$ cat src/rtl/ep0_stat_pkg.sv
package ep0_stat_pkg;
   localparam int FLAG_N = 4;
   // flag index within the flag nibble (nibble bit 3 maps to register bit 7)
   localparam int FL_ACK   = 0;
   localparam int FL_OUT   = 1;
   localparam int FL_IN    = 2;
   localparam int FL_SETUP = 3;

   typedef struct packed {
      logic setup;
      logic in_ack;
      logic out_ack;
      logic ack;
   } ep0_ev_t;
endpackage

$ cat src/rtl/ep0_lock_ctl.sv
module ep0_lock_ctl (
   input  logic clk,
   input  logic rst_n,
   input  logic sie_any,
   input  logic cpu_rd,
   output logic lock_q
);
   always_ff @(posedge clk) begin
      if (!rst_n)
         lock_q <= 1'b0;
      else if (sie_any)
         lock_q <= 1'b1;
      else if (cpu_rd)
         lock_q <= 1'b0;
   end
endmodule

$ cat src/rtl/ep0_flag_bit.sv
module ep0_flag_bit #(
   parameter bit HOLDABLE = 1'b0
) (
   input  logic clk,
   input  logic rst_n,
   input  logic set_ev,
   input  logic clr,
   input  logic hold,
   output logic q
);
   logic force_hi;

   generate
      if (HOLDABLE) begin : g_hold
         assign force_hi = hold;
      end else begin : g_nohold
         logic unused_hold;
         assign unused_hold = hold;
         assign force_hi = 1'b0;
      end
   endgenerate

   always_ff @(posedge clk) begin
      if (!rst_n)
         q <= 1'b0;
      else
         q <= force_hi | set_ev | (q & ~clr);
   end
endmodule

$ cat src/rtl/ep0_field_reg.sv
module ep0_field_reg #(
   parameter int W = 4
) (
   input  logic         clk,
   input  logic         rst_n,
   input  logic         sie_ld,
   input  logic [W-1:0] sie_val,
   input  logic         cpu_ld,
   input  logic [W-1:0] cpu_val,
   output logic [W-1:0] q
);
   always_ff @(posedge clk) begin
      if (!rst_n)
         q <= '0;
      else if (sie_ld)
         q <= sie_val;
      else if (cpu_ld)
         q <= cpu_val;
   end
endmodule

$ cat src/rtl/ep0_ctl_status.sv
module ep0_ctl_status
   import ep0_stat_pkg::*;
#(
   parameter int MODE_W = 4,
   parameter int CNT_W  = 4
) (
   input  logic                     clk,
   input  logic                     rst_n,
   input  logic                     cpu_wr_mode,
   input  logic                     cpu_wr_cnt,
   input  logic                     cpu_rd_mode,
   input  logic [FLAG_N+MODE_W-1:0] cpu_wdata,
   input  logic                     sie_wr_mode,
   input  logic [MODE_W-1:0]        sie_mode,
   input  logic                     sie_wr_cnt,
   input  logic [CNT_W-1:0]         sie_cnt,
   input  logic                     sie_setup_ev,
   input  logic                     sie_in_ack_ev,
   input  logic                     sie_out_ack_ev,
   input  logic                     sie_ack_ev,
   input  logic                     ctl_wr_data_phase,
   output logic [FLAG_N+MODE_W-1:0] mode_q,
   output logic [CNT_W-1:0]         cnt_q,
   output logic                     locked,
   output logic                     fifo_wr_inhibit
);
   localparam int REG_W = FLAG_N + MODE_W;

   generate
      if (MODE_W < 1) begin : g_bad_mode
         $error("MODE_W must be at least 1");
      end
      if (CNT_W < 1 || CNT_W > REG_W) begin : g_bad_cnt
         $error("CNT_W must lie between 1 and the register width");
      end
   endgenerate

   ep0_ev_t           ev;
   logic [FLAG_N-1:0] ev_vec;
   logic [FLAG_N-1:0] flags;
   logic              sie_any;
   logic              cpu_ok;
   logic              cpu_mode_ok;
   logic              cpu_cnt_ok;
   logic [MODE_W-1:0] mode_f;

   assign ev      = '{setup: sie_setup_ev, in_ack: sie_in_ack_ev,
                      out_ack: sie_out_ack_ev, ack: sie_ack_ev};
   assign ev_vec  = ev;
   assign sie_any = sie_wr_mode | sie_wr_cnt | (|ev_vec);
   // SIE activity wins; the interlock gates everything else
   assign cpu_ok      = ~locked & ~sie_any;
   assign cpu_mode_ok = cpu_ok & cpu_wr_mode;
   assign cpu_cnt_ok  = cpu_ok & cpu_wr_cnt;

   ep0_lock_ctl u_lock (
      .clk    (clk),
      .rst_n  (rst_n),
      .sie_any(sie_any),
      .cpu_rd (cpu_rd_mode),
      .lock_q (locked)
   );

   genvar gi;
   generate
      for (gi = 0; gi < FLAG_N; gi++) begin : g_flag
         ep0_flag_bit #(.HOLDABLE(gi == FL_SETUP)) u_bit (
            .clk   (clk),
            .rst_n (rst_n),
            .set_ev(ev_vec[gi]),
            .clr   (cpu_mode_ok),
            .hold  (ctl_wr_data_phase),
            .q     (flags[gi])
         );
      end
   endgenerate

   ep0_field_reg #(.W(MODE_W)) u_mode (
      .clk    (clk),
      .rst_n  (rst_n),
      .sie_ld (sie_wr_mode),
      .sie_val(sie_mode),
      .cpu_ld (cpu_mode_ok),
      .cpu_val(cpu_wdata[MODE_W-1:0]),
      .q      (mode_f)
   );

   ep0_field_reg #(.W(CNT_W)) u_cnt (
      .clk    (clk),
      .rst_n  (rst_n),
      .sie_ld (sie_wr_cnt),
      .sie_val(sie_cnt),
      .cpu_ld (cpu_cnt_ok),
      .cpu_val(cpu_wdata[CNT_W-1:0]),
      .q      (cnt_q)
   );

   assign mode_q          = {flags, mode_f};
   assign fifo_wr_inhibit = flags[FL_SETUP];
endmodule

$ cat config.mk
export PLATFORM = sky130hd
export DESIGN_NAME = ep0_ctl_status
export DESIGN_NICKNAME = d
export VERILOG_FILES = /design/src/rtl/ep0_stat_pkg.sv /design/src/rtl/ep0_lock_ctl.sv /design/src/rtl/ep0_flag_bit.sv /design/src/rtl/ep0_field_reg.sv /design/src/rtl/ep0_ctl_status.sv
export SDC_FILE = /design/constraint.sdc
export NUM_CORES = 1
export LEC_CHECK = 0
export BUFFER_PORTS_ARGS = -buffer_cell sky130_fd_sc_hd__buf_4
export CAP_MARGIN = 15
export CORE_UTILIZATION = 40
export DETAILED_ROUTE_END_ITERATION = 16
export PLACE_DENSITY = 0.75
export SYNTH_ARGS = -nofsm -noshare
export SYNTH_HDL_FRONTEND = slang
export SYNTH_SLANG_ARGS = --single-unit
$ cat constraint.sdc
create_clock -name clk -period 1.3 [get_ports clk]
set_input_delay 0.13 -clock clk [delete_from_list [all_inputs] [get_ports clk]]
set_output_delay 0.13 -clock clk [all_outputs]
set_load 0.01 [all_outputs]
==> out/metrics.cfg <==
[setup_path]
r2r-start = u_lock.lock_q
timing.rr.end = u_mode.q[3]
cp_slowest_cell = dfxtp_1
crit_chain = nor4b_4 -> buf_4 -> and2_4 -> a211oi_2
path_buf_inv = 1
critPathMaxStageDelay_ns = 0.36
end_kind = register
critical_path_arrival_ns = 1.40
crit_type = register to register
critPathMaxFanout = 5
ff2ff_path_depth = 4
cp-start-kind = register
reg2reg_setup_slack_ns = 0.06
cp_top_family = simple AND/OR/NAND/NOR gates
cp-startpoint = u_lock.lock_q
critPathRequiredTime_ns = 1.46

[power_and_ir_drop]
power.density_mw_per_mm2 = 901
vdd_drop_max_uv = 735
p_seq_share_pct = 47.9
intPower_uw = 676
pwr-share-comb_pct = 24.5
clkPwrFrac_pct = 27.6
switching_share_pct = 26.8
switchingPower_uw = 247
p_leak_uw = 0.000459

[finish]
diodes = 0
drive_above_1_share_pct = 54.6
area_growth_pct = 45.5
fin_nets = 137
final_area_sq_mm = 0.00102
fin_cells = 124

[cts]
cts_buffers = 3
clk_pin_slew_ns = 0.08
clock_latency_ns = 0.28
cts-root-buf = clkbuf_4
cts_resized = 0
clock_path_buffers = 2
htreeDepth = 1
ctsHoldBuffers = 0
clock_sinks = 13
post-cts-setup-buffer-count = 0
cts_tree = done

[timing]
fmax_ghz = 0.808
maxSlewHeadroom_pct = 78.7
rsz0062_at_grt = false
tightest_slew_ns = 0.318
period_minus_slack_ns = 1.24
finalSetupTns_ns = 0
skew_ns = 0.00718
setup_viol = 0
hold_viol = 0
drv_slew = 0
finalCritPeriodShare_pct = 95.3

[global_route]
antenna_found_initial = 0
grt_pass1_vias = 612
grt-ovfl-total = 0
grt_max_degree = 18
grt_usage_pct = 17.4
grt_pass1_wl_microns = 2460

[floorplanning]
fp.dieW_microns = 44.0
die_h_microns = 44.0
core-area_sq_mm = 0.00158
io_pins = 42
start_util_pct = 44.7
die-area_sq_mm = 0.00193
rows = 14

[detailed_routing]
vias_per_cell = 5.11
wirelength_microns = 1630
drt_first_pass_iters = 6
remaining_drc_errors = 0
routed-via-count = 634
postRouteAntennaNets = 0
wl_per_cell_microns = 13.2
drtIter0Drc = 3

[placement]
dp.cells = 120
placed_cell_area_sq_um = 985
gp_congestion = 0.729
hpwl_microns = 1260
numPortBuffers = 37

[status]
status = completed

[yosys]
synth_warnings = 0
synth.distinct_cells = 25
synth.avg_cell_area_sq_um = 10.1
ys_seq_elements = 13
synth_cells = 70
syn-num-nets = 98
syn-cell-area_sq_um = 704
ys_seq_area_share_pct = 36.9

[job]
drv_cap = 0

[hold_path]
worstHoldStart = ctl_wr_data_phase
hold_path_class = input port to register
min_to = g_flag[3].u_bit.q
hold_depth = 2

-- state kept, by name, summed over array words and instances (netlist names) --
register,count
g_flag.u_bit.q,4
u_cnt.q,4
u_mode.q,4
u_lock.lock_q,1
-- metrics by stage --
stage | power [uW] | worst slack, ns | hold WS [ns] | util, %
2_1_floorplan | 562 | 0.0615 | 0.254 | -
3_3_place_gp | 670 | 0.0526 | 0.357 | 62.5
3_5_place_dp | 675 | 0.0161 | 0.362 | 62.5
4_1_cts | 927 | 0.0104 | 0.0754 | 64.1
5_1_grt | 967 | 0.0182 | 0.0771 | 65.0
6_report | 923 | 0.0616 | 0.0819 | 65.0
-- power by group through the flow --
stage,clock (uW),combinational (uW),sequential (uW)
floorplan,0,102,460
global placement,0,220,450
detailed placement,0,223,452
CTS,260,224,442
global route,279,243,446
finish,255,226,442
-- cell families after synthesis --
| kind of cell | synth area share [%] |
|---|---|
| buffers and inverters | 8.35 |
| AOI/OAI and AO/OA | 25.8 |
| and+or+nand+nor | 16.9 |
| DFF | 36.9 |
| muxes | 12.1 |
-- worst max path at each step --
stage / endpoint / slack [ns] / depth (start not counted)
4_1_cts: u_cnt.q[1] / 0.01 / 4
2_1_floorplan: g_flag[3].u_bit.q / 0.06 / 3
6_report: u_mode.q[3] / 0.06 / 4
3_3_place_gp: u_mode.q[3] / 0.05 / 4
3_5_place_dp: u_cnt.q[1] / 0.02 / 4
5_1_grt: u_mode.q[3] / 0.02 / 4
-- cell usage in the layout, fill, tap and decap left out, types with 3 or more instances in the layout --
| cell type | count |
|---|---|
| mux2i_1 | 4 |
| a21boi_0 | 4 |
| nand2_1 | 8 |
| buf_4 | 42 |
| a211oi_2 | 4 |
| o21ai_0 | 4 |
| a211oi_1 | 4 |
| clkbuf_4 | 3 |
| dfxtp_1 | 13 |
| nor2_1 | 4 |
| mux2_2 | 4 |
| o21a_1 | 3 |
-- layer usage --
| layer | part of all wire, % | routed length [microns] | vias to the layer above | track usage, % |
|---|---|---|---|---|
| li1 | - | - | 325 | - |
| met1 | 42 | 679 | 288 | 18.6 |
| met2 | 52 | 845 | 19 | 32.5 |
| met3 | 5.9 | 96 | 2 | 6.25 |
| met4 | 0.67 | 11 | 0 | 3.64 |
| met5 | 0 | 0 | - | 0 |
-- final cells by class --
type                            instances  area, sq um
Tap cell                               16         20.0
Sequential cell                        13          260
Multi-Input combinational cell         48          399
Clock buffer                            4         26.3
Inverter                                1         3.75
Fill cell                             145          552
Timing Repair Buffer                   42          315
-- Yosys cell counts --
| library cell | count | share of area [%] |
|---|---|---|
| mux2_2 | 4 | 6.4 |
| dfxtp_1 | 13 | 37 |
| clkbuf_2 | 1 | 0.71 |
| nor2_1 | 4 | 2.1 |
| nor4_4 | 1 | 3.0 |
| a211oi_2 | 4 | 7.1 |
| nor3_1 | 1 | 0.71 |
| a21boi_2 | 1 | 1.6 |
| buf_6 | 1 | 1.6 |
| a211oi_1 | 4 | 4.3 |
| a21oi_2 | 1 | 1.2 |
| clkbuf_1 | 1 | 0.53 |
| o31a_1 | 1 | 1.2 |
| and2_4 | 1 | 1.2 |
| a21boi_0 | 4 | 4.3 |
| nor4b_4 | 1 | 3.4 |
| buf_4 | 4 | 4.3 |
| inv_1 | 1 | 0.53 |
| buf_2 | 1 | 0.71 |
| mux2i_1 | 4 | 5.7 |
| nor2b_1 | 1 | 0.89 |
| o21a_1 | 3 | 3.2 |
| o21ai_0 | 4 | 2.8 |
| nor4b_1 | 1 | 1.2 |
| nand2_1 | 8 | 4.3 |
(Power assumes the default switching activity.)
